**src/rtl/jscan_pkg.sv**
```systemverilog
package jscan_pkg;

    typedef enum logic [1:0] {
        ST_IDLE,
        ST_LEN,
        ST_LOAD,
        ST_CLK
    } jscan_state_e;

    localparam int CMD_KIND_BIT = 7;
    localparam int CAPTURE_BIT  = 2;

    // Number of TMS periods in a walk: index of the highest set bit.
    function automatic logic [2:0] walk_length(input logic [5:0] path);
        logic [2:0] hi;
        hi = 3'd0;
        for (int i = 0; i < 6; i++) begin
            if (path[i]) hi = 3'(i);
        end
        return hi;
    endfunction

endpackage

```
**src/rtl/jscan_bytefifo.sv**
```systemverilog
module jscan_bytefifo #(
    parameter int DEPTH = 8,
    localparam int CW = $clog2(DEPTH + 1)
) (
    input  logic          clk,
    input  logic          rst_n,
    input  logic          push,
    input  logic [2:0]    push_n,
    input  logic [31:0]   push_data,
    output logic          space_ok,
    input  logic          pop,
    output logic [7:0]    pop_data,
    output logic          nonempty,
    output logic [CW-1:0] level
);
    localparam int AW = $clog2(DEPTH);

    typedef struct packed {
        logic [DEPTH-1:0][7:0] mem;
        logic [AW-1:0]         wp;
        logic [AW-1:0]         rp;
        logic [CW-1:0]         count;
    } bf_t;

    bf_t r_q, r_d;
    logic [2:0] taken;
    logic       pop_ok;

    assign space_ok = (CW'(DEPTH) - r_q.count) >= CW'(push_n);
    assign pop_data = r_q.mem[r_q.rp];
    assign nonempty = r_q.count != '0;
    assign level    = r_q.count;

    always_comb begin
        r_d    = r_q;
        taken  = (push && space_ok) ? push_n : 3'd0;
        pop_ok = pop && (r_q.count != '0);
        for (int i = 0; i < 4; i++) begin
            if (i < int'(taken)) begin
                r_d.mem[AW'(int'(r_q.wp) + i)] = push_data[8*i +: 8];
            end
        end
        r_d.wp    = r_q.wp + AW'(taken);
        r_d.rp    = r_q.rp + AW'(pop_ok);
        r_d.count = r_q.count + CW'(taken) - CW'(pop_ok);
    end

    always_ff @(posedge clk or negedge rst_n) begin
        if (!rst_n) r_q <= '0;
        else        r_q <= r_d;
    end

    p_no_overflow_r1: assert property (@(posedge clk) disable iff (!rst_n)
        r_q.count <= CW'(DEPTH));

    p_refused_write_r1: assert property (@(posedge clk) disable iff (!rst_n)
        (push && !space_ok) |=> (r_q.count <= $past(r_q.count)));

endmodule

```
**src/rtl/jscan_wordfifo.sv**
```systemverilog
module jscan_wordfifo #(
    parameter int DEPTH = 4,
    parameter int W     = 32
) (
    input  logic         clk,
    input  logic         rst_n,
    input  logic         push,
    input  logic [W-1:0] din,
    output logic         full,
    input  logic         pop,
    output logic [W-1:0] dout,
    output logic         valid
);
    localparam int AW = (DEPTH > 1) ? $clog2(DEPTH) : 1;
    localparam int CW = $clog2(DEPTH + 1);

    typedef struct packed {
        logic [DEPTH-1:0][W-1:0] mem;
        logic [AW-1:0]           wp;
        logic [AW-1:0]           rp;
        logic [CW-1:0]           count;
    } wf_t;

    wf_t  r_q, r_d;
    logic do_push, do_pop;

    assign full  = r_q.count == CW'(DEPTH);
    assign valid = r_q.count != '0;
    assign dout  = r_q.mem[r_q.rp];

    always_comb begin
        r_d     = r_q;
        do_push = push && !full;
        do_pop  = pop && valid;
        if (do_push) begin
            r_d.mem[r_q.wp] = din;
            r_d.wp = (r_q.wp == AW'(DEPTH - 1)) ? '0 : r_q.wp + AW'(1);
        end
        if (do_pop) begin
            r_d.rp = (r_q.rp == AW'(DEPTH - 1)) ? '0 : r_q.rp + AW'(1);
        end
        r_d.count = r_q.count + CW'(do_push) - CW'(do_pop);
    end

    always_ff @(posedge clk or negedge rst_n) begin
        if (!rst_n) r_q <= '0;
        else        r_q <= r_d;
    end

    p_rf_no_overflow_r9: assert property (@(posedge clk) disable iff (!rst_n)
        r_q.count <= CW'(DEPTH));

endmodule

```
**src/rtl/jscan_shifter.sv**
```systemverilog
module jscan_shifter
    import jscan_pkg::*;
#(
    parameter int TCK_HALF = 2,
    parameter int CAPW     = 32
) (
    input  logic            clk,
    input  logic            rst_n,
    input  logic            byte_valid,
    input  logic [7:0]      byte_data,
    output logic            byte_pop,
    input  logic            tdo,
    output logic            tck,
    output logic            tms,
    output logic            tdi,
    output logic            cap_push,
    output logic [CAPW-1:0] cap_word,
    input  logic            cap_full,
    output logic            busy
);
    localparam int DW  = $clog2(2 * TCK_HALF);
    localparam int CCW = $clog2(CAPW + 1);
    localparam int CAW = $clog2(CAPW);

    typedef struct packed {
        jscan_state_e    st;
        logic            mode_tdi;
        logic [5:0]      path;
        logic [2:0]      path_left;
        logic [7:0]      sh;
        logic [3:0]      byte_left;
        logic [8:0]      remain;
        logic            capture;
        logic [CAPW-1:0] cap;
        logic [CCW-1:0]  cap_cnt;
        logic [DW-1:0]   div;
    } sq_t;

    sq_t  r_q, r_d;
    logic sample_pt, bit_end, need_push;

    assign tck      = (r_q.st == ST_CLK) && (r_q.div >= DW'(TCK_HALF));
    assign tms      = (r_q.st == ST_CLK) && !r_q.mode_tdi && r_q.path[0];
    assign tdi      = (r_q.st == ST_CLK) && r_q.mode_tdi && r_q.sh[0];
    assign cap_word = r_q.cap;
    assign busy     = r_q.st != ST_IDLE;

    always_comb begin
        r_d       = r_q;
        byte_pop  = 1'b0;
        cap_push  = 1'b0;
        sample_pt = r_q.div == DW'(TCK_HALF - 1);
        bit_end   = r_q.div == DW'(2 * TCK_HALF - 1);
        need_push = r_q.mode_tdi && r_q.capture &&
                    ((r_q.cap_cnt == CCW'(CAPW)) || (r_q.remain == 9'd1));
        case (r_q.st)
            ST_IDLE: begin
                if (byte_valid) begin
                    byte_pop = 1'b1;
                    if (byte_data[CMD_KIND_BIT]) begin
                        r_d.capture = byte_data[CAPTURE_BIT];
                        r_d.st      = ST_LEN;
                    end else begin
                        r_d.path      = byte_data[5:0];
                        r_d.path_left = walk_length(byte_data[5:0]);
                        r_d.mode_tdi  = 1'b0;
                        r_d.div       = '0;
                        if (r_d.path_left != 3'd0) r_d.st = ST_CLK;
                    end
                end
            end
            ST_LEN: begin
                if (byte_valid) begin
                    byte_pop   = 1'b1;
                    r_d.remain = {1'b0, byte_data} + 9'd1;
                    r_d.st     = ST_LOAD;
                end
            end
            ST_LOAD: begin
                if (byte_valid) begin
                    byte_pop      = 1'b1;
                    r_d.sh        = byte_data;
                    r_d.byte_left = (r_q.remain >= 9'd8) ? 4'd8 : r_q.remain[3:0];
                    r_d.mode_tdi  = 1'b1;
                    r_d.div       = '0;
                    r_d.st        = ST_CLK;
                end
            end
            default: begin
                if (sample_pt && r_q.mode_tdi && r_q.capture) begin
                    r_d.cap[r_q.cap_cnt[CAW-1:0]] = tdo;
                    r_d.cap_cnt = r_q.cap_cnt + CCW'(1);
                end
                if (!bit_end) begin
                    r_d.div = r_q.div + DW'(1);
                end else if (!(need_push && cap_full)) begin
                    r_d.div = '0;
                    if (need_push) begin
                        cap_push    = 1'b1;
                        r_d.cap     = '0;
                        r_d.cap_cnt = '0;
                    end
                    if (r_q.mode_tdi) begin
                        r_d.sh        = r_q.sh >> 1;
                        r_d.remain    = r_q.remain - 9'd1;
                        r_d.byte_left = r_q.byte_left - 4'd1;
                        if (r_q.remain == 9'd1)         r_d.st = ST_IDLE;
                        else if (r_q.byte_left == 4'd1) r_d.st = ST_LOAD;
                    end else begin
                        r_d.path      = r_q.path >> 1;
                        r_d.path_left = r_q.path_left - 3'd1;
                        if (r_q.path_left == 3'd1) r_d.st = ST_IDLE;
                    end
                end
            end
        endcase
    end

    always_ff @(posedge clk or negedge rst_n) begin
        if (!rst_n) r_q <= '0;
        else        r_q <= r_d;
    end

    p_lines_steady_high_r6: assert property (@(posedge clk) disable iff (!rst_n)
        (tck && $past(tck)) |-> ($stable(tdi) && $stable(tms)));

    p_cap_bound_r5: assert property (@(posedge clk) disable iff (!rst_n)
        r_q.cap_cnt <= CCW'(CAPW));

    p_no_push_when_full_r9: assert property (@(posedge clk) disable iff (!rst_n)
        cap_push |-> !cap_full);

    p_shift_tms_low_r4: assert property (@(posedge clk) disable iff (!rst_n)
        (tck && r_q.mode_tdi) |-> !tms);

endmodule

```
**src/rtl/jscan_engine.sv**
```systemverilog
module jscan_engine #(
    parameter int NPORT    = 8,
    parameter int WF_DEPTH = 8,
    parameter int RF_DEPTH = 4,
    parameter int TCK_HALF = 2
) (
    input  logic             clk,
    input  logic             rst_n,
    input  logic             wr_en,
    input  logic [1:0]       wr_size,
    input  logic [31:0]      wr_data,
    output logic             wr_ready,
    input  logic             rd_en,
    output logic [31:0]      rd_data,
    output logic             rd_valid,
    input  logic             en_wr,
    input  logic [NPORT-1:0] en_data,
    input  logic             ctl_wr,
    input  logic [7:0]       ctl_data,
    output logic [31:0]      status,
    output logic [NPORT-1:0] tck_o,
    output logic [NPORT-1:0] tms_o,
    output logic [NPORT-1:0] tdi_o,
    input  logic [NPORT-1:0] tdo_i,
    output logic             trst_n_o
);
    localparam int WCW = $clog2(WF_DEPTH + 1);

    typedef struct packed {
        logic [NPORT-1:0] port_en;
        logic             trst;
    } top_t;

    top_t r_q, r_d;

    logic [2:0]     nbytes;
    logic [WCW-1:0] wf_level;
    logic           wf_nonempty, wf_pop;
    logic [7:0]     wf_byte;
    logic           sq_tck, sq_tms, sq_tdi, sq_busy, sel_tdo;
    logic           cap_push, cap_full;
    logic [31:0]    cap_word;
    logic [2:0]     fill3;

    always_comb begin
        case (wr_size)
            2'd0:    nbytes = 3'd1;
            2'd1:    nbytes = 3'd2;
            default: nbytes = 3'd4;
        endcase
    end

    jscan_bytefifo #(.DEPTH(WF_DEPTH)) u_wq (
        .clk(clk), .rst_n(rst_n),
        .push(wr_en), .push_n(nbytes), .push_data(wr_data), .space_ok(wr_ready),
        .pop(wf_pop), .pop_data(wf_byte), .nonempty(wf_nonempty), .level(wf_level)
    );

    assign sel_tdo = |(tdo_i & r_q.port_en);

    jscan_shifter #(.TCK_HALF(TCK_HALF), .CAPW(32)) u_seq (
        .clk(clk), .rst_n(rst_n),
        .byte_valid(wf_nonempty), .byte_data(wf_byte), .byte_pop(wf_pop),
        .tdo(sel_tdo), .tck(sq_tck), .tms(sq_tms), .tdi(sq_tdi),
        .cap_push(cap_push), .cap_word(cap_word), .cap_full(cap_full),
        .busy(sq_busy)
    );

    jscan_wordfifo #(.DEPTH(RF_DEPTH), .W(32)) u_rq (
        .clk(clk), .rst_n(rst_n),
        .push(cap_push), .din(cap_word), .full(cap_full),
        .pop(rd_en), .dout(rd_data), .valid(rd_valid)
    );

    always_comb begin
        r_d = r_q;
        if (en_wr && ($countones(en_data) <= 1)) r_d.port_en = en_data;
        if (ctl_wr) r_d.trst = (ctl_data == 8'h02);
    end

    always_ff @(posedge clk or negedge rst_n) begin
        if (!rst_n) r_q <= '0;
        else        r_q <= r_d;
    end

    assign fill3 = (wf_level > WCW'(7)) ? 3'd7 : wf_level[2:0];

    generate
        for (genvar p = 0; p < NPORT; p++) begin : g_port
            assign tck_o[p] = r_q.port_en[p] & sq_tck;
            assign tms_o[p] = r_q.port_en[p] & sq_tms;
            assign tdi_o[p] = r_q.port_en[p] & sq_tdi;
        end
    endgenerate

    assign status   = {sq_busy, fill3, 26'd0, r_q.trst, 1'b0};
    assign trst_n_o = !r_q.trst;

    p_mask_onehot_r7: assert property (@(posedge clk) disable iff (!rst_n)
        $onehot0(r_q.port_en));

    p_single_tck_r7: assert property (@(posedge clk) disable iff (!rst_n)
        $onehot0(tck_o));

    p_busy_with_tck_r2: assert property (@(posedge clk) disable iff (!rst_n)
        (|tck_o) |-> status[31]);

    p_trst_follow_r8: assert property (@(posedge clk) disable iff (!rst_n)
        ctl_wr |=> (trst_n_o == ($past(ctl_data) != 8'h02)));

endmodule

```
**config.mk**
```make
export PLATFORM = sky130hd
export DESIGN_NAME = jscan_engine
export DESIGN_NICKNAME = d
export VERILOG_FILES = /design/src/rtl/jscan_pkg.sv /design/src/rtl/jscan_bytefifo.sv /design/src/rtl/jscan_wordfifo.sv /design/src/rtl/jscan_shifter.sv /design/src/rtl/jscan_engine.sv
export SDC_FILE = /design/constraint.sdc
export NUM_CORES = 1
export LEC_CHECK = 0
export BUFFER_PORTS_ARGS = -buffer_cell sky130_fd_sc_hd__buf_2
export CAP_MARGIN = 10
export CORE_UTILIZATION = 25
export DETAILED_ROUTE_END_ITERATION = 10
export PLACE_DENSITY = 0.51
export SLEW_MARGIN = 20
export SYNTH_ARGS = -nofsm -noshare
export SYNTH_HDL_FRONTEND = slang
export SYNTH_SLANG_ARGS = --single-unit
```
**constraint.sdc**
```tcl
create_clock -name clk -period 3.1 [get_ports clk]
set_input_delay 0.465 -clock clk [delete_from_list [all_inputs] [get_ports clk]]
set_output_delay 0.465 -clock clk [all_outputs]
set_load 0.005 [all_outputs]
```
# After elaboration in Yosys (flattened, before gate mapping)
# Index checks and enable logic that the tools add are counted.
[word_totals]
reg_bits = 292
in_bits = 64
output_inout_bits = 91
[classes]
addsub = 25
order_cmp = 23
eq_ne = 26
muxes = 78
n_bitwise = 29
n_reduce_logical = 51
[ops]
columns = ["operator", "count"]
rows = [
  ["$bwmux 64", 4],
  ["$mux 64", 4],
  ["$bwmux 128", 1],
  ["$mux 38", 3],
  ["$demux 8 s3", 4],
  ["$bmux 32 s2", 1],
  ["$demux 32 s2", 1],
  ["$mux 32", 2],
  ["$mux 30", 2],
  ["$mux 40", 1],
  ["$mux 8", 5],
  ["$pmux 9 s2", 2],
  ["$mux 2", 17],
  ["$bwmux 32", 1],
  ["$and 1x1->1", 24],
  ["$bmux 8 s3", 1],
  ["$mux 12", 2],
  ["$mux 3", 8],
  ["$pmux 12 s2", 1],
  ["$logic_and 1x1->1", 21],
  ["$mux 21", 1],
  ["$lt 3x5->1 const B", 4],
  ["$mux 9", 2],
  ["$reduce_and 5->1", 3],
  ["other kinds (66)", 117],
]

# Longest topological paths before layout
# Gate-level depths: netlist (run 1).
[depth]
depth_word = 15
ltp_mapped = 16

# Cells and area by module
# From an unflattened synthesis (run 1), not the netlist that was laid out.
[hier_totals]
hier_cells = 1542
hier_area_um2 = 17140.2
[by_module_without_submodules]
columns = ["module", "n_inst", "cells_each", "area_per_inst_um2", "seq_area_each_um2"]
rows = [
  ["jscan_wordfifo", 1, 349, 5977.0, 3378.2],
  ["jscan_bytefifo", 1, 571, 5579.1, 1851.8],
  ["jscan_shifter", 1, 515, 4604.4, 1851.8],
  ["jscan_engine", 1, 107, 979.7, 225.2],
]

# Least setup slack after synthesis (run 1)
# No wires, ideal clock.
[synth_timing]
path_kind = "input to register"
startpoint = "input port en_data[0]"
endpoint = "register r_q[1] (netlist bit)"
setup_ns = 0.125
arrival_ns = 3.473
t_required_ns = 2.975
path_slack_ns = -0.497
stages = 11
path_buffers = 1
cell_sequence = "fa_1 inv_1 fa_1 fa_1 inv_1 ha_1 fa_1 o21ai_0 and3b_1 clkbuf_1 mux2_2"
[synth_between]
elab_chain_len = 5
[synth_lines]
columns = ["item", "line_no", "text"]
rows = [
  ["from (decl)", "jscan_engine.sv:17", "input logic [NPORT-1:0] en_data,"],
  ["$add 1x1->2 (implied by the code)", "jscan_engine.sv:77", "if (en_wr && ($countones(en_data) <= 1)) r_d.port_en = en_data;"],
  ["$add 2x2->3 (implied by the code)", "jscan_engine.sv:77", ""],
  ["$add 3x3->4 (implied by the code)", "jscan_engine.sv:77", ""],
  ["$le 4x1->1", "jscan_engine.sv:77", ""],
  ["$logic_and 1x1->1", "jscan_engine.sv:77", ""],
  ["to (signal assigned)", "jscan_engine.sv:83", "else r_q <= r_d;"],
  ["to (decl)", "jscan_engine.sv:34", "top_t r_q, r_d;"],
]
# Parallel ways exist; a longest one is shown, timed or not.
# A chain may end at the register's enable or synchronous reset.

# Worst setup path after layout (run 1)
[layout_timing]
startpoint = "input port en_data[0]"
endpoint = "register r_q[6] (netlist bit)"
[layout_between]
elab_chain_len = 5
[layout_lines]
columns = ["item", "line_no"]
rows = [
  ["$add 1x1->2 (implied by the code)", "jscan_engine.sv:77"],
  ["$add 2x2->3 (implied by the code)", "jscan_engine.sv:77"],
  ["$add 3x3->4 (implied by the code)", "jscan_engine.sv:77"],
  ["$le 4x1->1", "jscan_engine.sv:77"],
  ["$logic_and 1x1->1", "jscan_engine.sv:77"],
]
# No other way between the ends.

==> results of run 1 <==
==> placed cells by master, fill, tap and decap left out, types with 37 or more instances in the layout <==
cell type,instances
buf_2,125
buf_4,57
clkbuf_16,37
dfrtp_1,291
ha_1,48
inv_1,59
mux2_4,125
mux2i_1,37
mux4_2,48
nand2_1,146
nor2_1,93
o21ai_0,98
o21ai_1,38
==> where the power goes <==
group | leakage (uW) | total, uW | internal [uW] | switching [uW]
Combinational | 0.00506 | 7090 | 2960 | 4140
Sequential | 0.00370 | 5370 | 4650 | 723
Clock | 0.000617 | 4390 | 2630 | 1760
Total | 0.00938 | 16900 | 10200 | 6620
==> registers in the layout (all words and copies together) (netlist names) <==
register,count
r_q,8
u_seq.r_q,42
status,1
u_seq.cap_word,32
u_wq.r_q,70
u_rq.r_q,135
u_wq.level,4
==> metal layers <==
metal	track usage, %	wire (um)
met1	18.1	21000
met2	22.9	23100
met3	2.89	2800
met4	4.26	1110
met5	0	0
==> stage by stage <==
| stage | hold WS (ns) | utilization (%) | cells | setup WS [ns] |
|---|---|---|---|---|
| final | 0.104 | 29.9 | 2558 | 0.0363 |
| after global routing | 0.102 | 29.9 | 2558 | -0.0445 |
| after CTS | 0.0699 | 29.8 | 2556 | 0.0280 |
| after detailed placement | 0.465 | 27.9 | 2489 | -0.562 |
| after global placement | 0.460 | 27.9 | 2489 | -0.490 |
| after floorplan | 0.169 | - | 1548 | -0.261 |
==> cell families (layout without fill, tap and decap cells) <==
logic type / Yosys count / count (layout)
other cells: 1 / 27
mux: 240 / 240
compound gates: 289 / 289
simple gates: 435 / 435
xor+xnor: 18 / 18
buf+inv: 190 / 327
fa+ha+maj: 57 / 57
flops: 292 / 292
==> how the worst min path moves through the flow <==
| stage | start | slack, ns | endpoint | depth (start not counted) |
|---|---|---|---|---|
| after floorplan | rst_n | 0.17 | r_q[1] | 0 |
| after global placement | rst_n | 0.46 | u_rq.r_q[48] | 1 |
| after detailed placement | rst_n | 0.47 | u_rq.r_q[13] | 1 |
| after CTS | ctl_wr | 0.07 | status[1] | 2 |
| after global routing | ctl_wr | 0.10 | status[1] | 2 |
| final | ctl_wr | 0.10 | status[1] | 2 |
==> cell type report <==
| cell class | count | area, um2 | share of cell area, % |
|---|---|---|---|
| Multi-Input combinational cell | 1066 | 8850 | 44.0 |
| Clock inverter | 11 | 156 | 0.779 |
| Tap cell | 873 | 1090 | 5.44 |
| Clock buffer | 55 | 1090 | 5.44 |
| Sequential cell | 292 | 7310 | 36.4 |
| Inverter | 62 | 233 | 1.16 |
| Timing Repair Buffer | 199 | 1360 | 6.75 |
==> worst max-delay path, cell delays in order <==
cell and delay (ns):
buf_8 0.10, fa_1 0.54, inv_2 0.04, fa_1 0.46
fa_1 0.52, inv_2 0.05, ha_4 0.15, fa_2 0.50
and3b_2 0.22, buf_6 0.13, mux2_4 0.29
==> repair_timing <==
| action | in CTS | in global routing |
|---|---|---|
| setup endpoints to repair | 0 | 13 |
| hold buffers | 1 | 0 |
| gates resized for setup | 0 | 17 |
| hold endpoints to repair | 57 | 0 |
| buffers inserted | 0 | 2 |
==> impl_metrics.env, run 1 <==
export IMPL_status="complete, no violations"
export IMPL_ant_nets=0
export IMPL_setup_violations=0
export IMPL_cts_inserted_buffers=37
export IMPL_totalWireLength_um=47900
export IMPL_synth_area_per_cell_um2=11.1
export IMPL_synth_compound_area_share_pct=10.9
export IMPL_yosys_register_bits=292
export IMPL_reg2regPathDepth=10
export IMPL_num_io_pins=155
export IMPL_rr_startpoint="u_wq.level[0]"
export IMPL_root_buffer="clkbuf_16"
export IMPL_antenna_found_initial=0
export IMPL_via_per_inst=4.90
export IMPL_cp_required_ns=3.53
export IMPL_fin_area_um2=20100
export IMPL_synth_most_common_cell="dfrtp_1"
export IMPL_worstSetupPathType="input pin to register"
export IMPL_dr_pass1_iters=5
export IMPL_initial_utilization_pct=25.2
export IMPL_fin_nets=1779
export IMPL_dp_hpwl_um=32400
export IMPL_grt_usage_pct=13.8
export IMPL_ys_top_cells_by_count="292 x dfrtp_1, 146 x nand2_1, 120 x mux2_4"
export IMPL_synth_area_um2=17000
export IMPL_p_total_uw=16900
export IMPL_cts_sinks=292
export IMPL_drt_iter0_drc=880
export IMPL_synth_flop_cell="dfrtp_1"
export IMPL_setup_tns_ns=0
export IMPL_clkTransAtPathRegs_ns=0.06
export IMPL_antenna_cells=0
export IMPL_synth_mux_area_fraction_pct=21.6
export IMPL_place_congestion=0.879
export IMPL_synth_edf_count=0
export IMPL_p_leak_uw=0.00938
export IMPL_h_tree_depth=2
export IMPL_slew_viol_final=0
export IMPL_yosys_area_top_type="dfrtp_1"
export IMPL_n_fill_cell=6824
export IMPL_min_period_ns=3.06
export IMPL_synth_top_family_by_area="multiplexers"
export IMPL_critPathLaunchType="input pin"
export IMPL_fp_dieW_um=262
export IMPL_coreArea_um2=67200
export IMPL_grt_pass1_wl_um=76000
export IMPL_max_freq_ghz=0.326
export IMPL_rows=95
export IMPL_die_area_um2=68900
export IMPL_reg2reg_slack_ns=0.09
export IMPL_synth_fa_ha_area_share_pct=4.52
export IMPL_yosys_warnings=0
export IMPL_die_height_um=262
export IMPL_finClkSkew_ns=0.0256
export IMPL_synthXorXnorAreaFrac_pct=0.930
export IMPL_setup_worst_path_end_class="register"
export IMPL_cp_startpoint="en_data[0]"
export IMPL_grt_pass1_vias=12800
export IMPL_syn_inst=1522
export IMPL_slew_headroom_pct=46.4
export IMPL_power_density_nw_per_um2=839
export IMPL_port_buffers=127
export IMPL_peakVddDrop_mv=0.543
export IMPL_yosysUniqueCellTypes=73
export IMPL_hold_class="input pin to register"
export IMPL_rsz0062_at_grt="true"
export IMPL_synthTopCellsByArea="dfrtp_1 43%, mux2_4 11%, mux4_2 6.4%, ha_1 3.7%, nand2_1 3.2%"
export IMPL_place_area_um2=18700
export IMPL_max_cap_violations=0
export IMPL_drc=0
export IMPL_timing_rr_end="u_wq.r_q[24]"
export IMPL_insertion_delay_ns=0.57
export IMPL_seq_area_frac_synth_pct=43.1
export IMPL_cts_tree="built"
export IMPL_synthArstFlopShare_pct=100
export IMPL_synthSimpleGateAreaFrac_pct=13.4
export IMPL_crit_fanout=4
export IMPL_netlist_area_leader_share_pct=43.1
export IMPL_arrival_ns=3.50
export IMPL_timing_final_crit_share_pct=98.8
export IMPL_grt_start_max_net_pins=69
export IMPL_hold_viol_final=0
export IMPL_syn_to_final_growth_pct=18.5
export IMPL_layout_drive_gt1_share_pct=29.0
export IMPL_dr_total_vias=12500
export IMPL_cts_buffer_depth=3
export IMPL_tightest_slew_ns=0.804
export IMPL_setup_worst_path_end="r_q[6]"
export IMPL_routedWlPerCell_um=18.7
export IMPL_overflow=0
Note: power is estimated with default switching activity, not from simulation.
==> run 2: changes to the inputs <==
SLEW_MARGIN = 30   (was 20)
SYNTH_HIERARCHICAL = 1   (was default)
==> run 2 against run 1 <==
  * The run now ends with setup timing left
  * Critical endpoint unchanged
  * Synthesized cell count is 1.3% higher
  * First-iteration DRC count shrank 2.0%
  * Register-to-register slack better by 0.11 ns
  * Combinational power grew 7.3%
  * Worst setup slack got worse by 0.073 ns
  * Die area grew 1.1%
  * Sequential power barely moved
  * Largest cell class unchanged
==> impl_metrics.env, run 2 <==
export IMPL_antenna_cells=0
export IMPL_ant_nets=0
export IMPL_yosysUniqueCellTypes=88
export IMPL_synth_most_common_cell="dfrtp_1"
export IMPL_hold_viol_final=0
export IMPL_cts_inserted_buffers=37
export IMPL_min_period_ns=3.14
export IMPL_die_height_um=264
export IMPL_timing_rr_end="u_rq/r_q[2]"
export IMPL_die_area_um2=69600
export IMPL_crit_slowest_cell="fa_1"
export IMPL_grt_usage_pct=13.6
export IMPL_yosys_warnings=6
export IMPL_top_register="u_rq/r_q"
export IMPL_multi_input_area_um2=8710
export IMPL_cp_required_ns=3.54
export IMPL_fin_nets=1763
export IMPL_slew_viol_final=0
export IMPL_reg2reg_slack_ns=0.20
export IMPL_yosys_register_bits=292
export IMPL_synth_flop_cell="dfrtp_1"
export IMPL_slew_headroom_pct=36.3
export IMPL_hold_class="input pin to register"
export IMPL_arrival_ns=3.57
export IMPL_ys_top_cells_by_count="292 x dfrtp_1, 152 x mux2_2, 111 x nor2_1"
export IMPL_finClkSkew_ns=0.0225
export IMPL_critPathMostFrequentCell="fa_1"
export IMPL_hold_depth=2
export IMPL_whs_ns=0.140
export IMPL_instances_no_fill=2542
export IMPL_cts_tree="built"
export IMPL_syn_inst=1542
export IMPL_rows=95
export IMPL_antenna_found_initial=1
export IMPL_syn_to_final_growth_pct=16.6
export IMPL_dr_total_vias=12500
export IMPL_totalWireLength_um=48000
export IMPL_critPathLaunchType="input pin"
export IMPL_switchingPower_uw=6940
export IMPL_grt_pass1_wl_um=75500
export IMPL_slowest_delay_ns=0.56
export IMPL_finalWorstSetupSlack_ns=-0.0369
export IMPL_synthTopCellsByArea="dfrtp_1 43%, mux2_2 10%, mux4_2 6.3%, ha_1 3.6%, buf_4 3.3%"
export IMPL_n_fill_cell=6947
export IMPL_power_internal_uw=10400
export IMPL_violations="setup timing"
export IMPL_synth_area_per_cell_um2=11.1
export IMPL_reg_top3="u_rq/r_q: 135 flops, u_wq/r_q: 70 flops, u_seq/r_q: 42 flops"
export IMPL_p_leak_uw=0.00875
export IMPL_rr_startpoint="u_seq/r_q[42]"
export IMPL_seqPwrFrac_pct=30.9
export IMPL_status="finished, violations left"
export IMPL_place_congestion=0.860
export IMPL_worstSetupPathType="input pin to register"
export IMPL_fin_area_um2=20000
export IMPL_cts_buffer_depth=3
export IMPL_synth_edf_count=0
export IMPL_cts_sinks=292
export IMPL_p_total_uw=17400
export IMPL_root_buffer="clkbuf_16"
export IMPL_tightest_slew_ns=0.954
export IMPL_setup_tns_ns=-0.151
export IMPL_layout_drive_gt1_share_pct=32.6
export IMPL_rsz0062_at_grt="true"
export IMPL_setup_violations=7
export IMPL_p_comb_share_pct=43.8
export IMPL_swShare_pct=40.0
export IMPL_coreArea_um2=67500
export IMPL_clkTransAtPathRegs_ns=0.06
export IMPL_crit_fanout=4
export IMPL_place_inst=2473
export IMPL_power_density_nw_per_um2=869
export IMPL_holdPathEnd="status[1]"
export IMPL_grt_pass1_vias=13000
export IMPL_dr_pass1_iters=5
export IMPL_overflow=0
export IMPL_final_cell_mix="290 x dfrtp_1, 149 x mux2_2, 125 x buf_2"
export IMPL_seq_area_frac_synth_pct=42.6
export IMPL_via_per_inst=4.91
export IMPL_netlist_area_leader_share_pct=42.6
export IMPL_setup_worst_path_end_class="register"
export IMPL_place_area_um2=18700
export IMPL_clkPwrFrac_pct=25.3
export IMPL_drt_iter0_drc=862
export IMPL_h_tree_depth=2
export IMPL_largest_reg_flops=135
export IMPL_peakVddDrop_mv=0.396
export IMPL_routedWlPerCell_um=18.9
export IMPL_dp_hpwl_um=33200
export IMPL_grt_start_max_net_pins=94
export IMPL_hp_start="ctl_wr"
export IMPL_seq_area_um2=7310
export IMPL_reg2regPathDepth=12
export IMPL_synth_area_um2=17100
export IMPL_layout_commonest_cell="dfrtp_1"
export IMPL_num_io_pins=155
export IMPL_crit_chain="buf_6, fa_1, inv_1, fa_1, fa_1, inv_1, ha_2, fa_2, nor2_2, a21oi_2, nor3b_4, buf_6, mux2_2"
export IMPL_max_freq_ghz=0.319
export IMPL_drc=0
export IMPL_insertion_delay_ns=0.56
export IMPL_yosys_area_top_type="dfrtp_1"
export IMPL_port_buffers=127
export IMPL_max_cap_violations=0
export IMPL_fp_dieW_um=264
export IMPL_initial_utilization_pct=25.4
export IMPL_timing_final_crit_share_pct=101
export IMPL_synthArstFlopShare_pct=100
-- run 2: cell types whose count changed after synthesis, moves of 35 or more --
cell,change
mux2_4,-120
buf_4,+44
mux2_2,+132
a21oi_1,+50
o21ai_0,-35
nand2_1,-115
-- run 2: metal layers --
layer / track usage [%] / wire [um] / vias up
met4: 4.31 / 1170 / 0
met1: 17.5 / 20900 / 6285
met3: 2.53 / 2340 / 92
li1: - / - / 5754
met2: 23.1 / 23700 / 348
met5: 0 / 0 / -
-- run 2: timing repair --
| action | in CTS | in global routing |
|---|---|---|
| setup buffers | 2 | 1 |
| pin swaps | 2 | 2 |
| endpoints found under the setup margin | 8 | 13 |
| gates resized for setup | 0 | 8 |
| hold buffers | 1 | 0 |
| endpoints found under the hold margin | 39 | 0 |
-- run 2: worst max-delay path, delay by kind of cell --
family	cells	cell delay, ns
buf+inv	4	0.37
simple gates	2	0.33
mux	1	0.33
compound gates	1	0.05
fa+ha+maj	5	2.03
-- run 2: per-stage QoR --
step,utilization (%),setup WS [ns]
6_report,29.6,-0.0369
5_1_grt,29.6,-0.0910
4_1_cts,29.6,-0.0306
3_5_place_dp,27.7,-0.732
3_3_place_gp,27.7,-0.703
2_1_floorplan,-,-0.374
-- run 2: layout make-up --
type	instances	area share, %
Multi-Input combinational cell	1046	43.6
Sequential cell	292	36.6
Timing Repair Buffer	208	7.06
Tap cell	873	5.46
Clock buffer	54	5.45
Inverter	58	1.09
Clock inverter	11	0.814
-- run 2: cell families (layout without fill, tap and decap cells) --
| logic type | Yosys count | in the layout | synth area share (%) |
|---|---|---|---|
| AND/OR/NAND/NOR | 313 | 313 | 9.70 |
| buffers and inverters | 230 | 331 | 7.83 |
| multiplexers | 246 | 246 | 19.0 |
| XOR/XNOR | 19 | 19 | 0.971 |
| other | 1 | 27 | 0.0219 |
| adder cells (fa/ha/maj) | 56 | 56 | 4.39 |
| AO/OA/AOI/OAI | 385 | 385 | 15.5 |
| flip-flops | 292 | 292 | 42.6 |
-- run 2: power groups by stage --
stage / clock [uW] / sequential, uW / combinational [uW]
detailed placement: 0 / 5430 / 7590
global route: 4700 / 5480 / 8340
floorplan: 0 / 5170 / 5650
CTS: 4550 / 5370 / 7630
finish: 4390 / 5370 / 7610
global placement: 0 / 5390 / 7430
-- run 2: worst max-delay path by stage --
stage / depth (start not counted) / startpoint / end / slack (ns)
floorplan: 11 / en_data[0] / r_q[1] / -0.37
global placement: 12 / en_data[0] / r_q[1] / -0.70
detailed placement: 12 / en_data[0] / r_q[5] / -0.73
CTS: 13 / en_data[0] / r_q[2] / -0.03
global route: 13 / en_data[0] / r_q[1] / -0.09
finish: 13 / en_data[0] / r_q[6] / -0.04
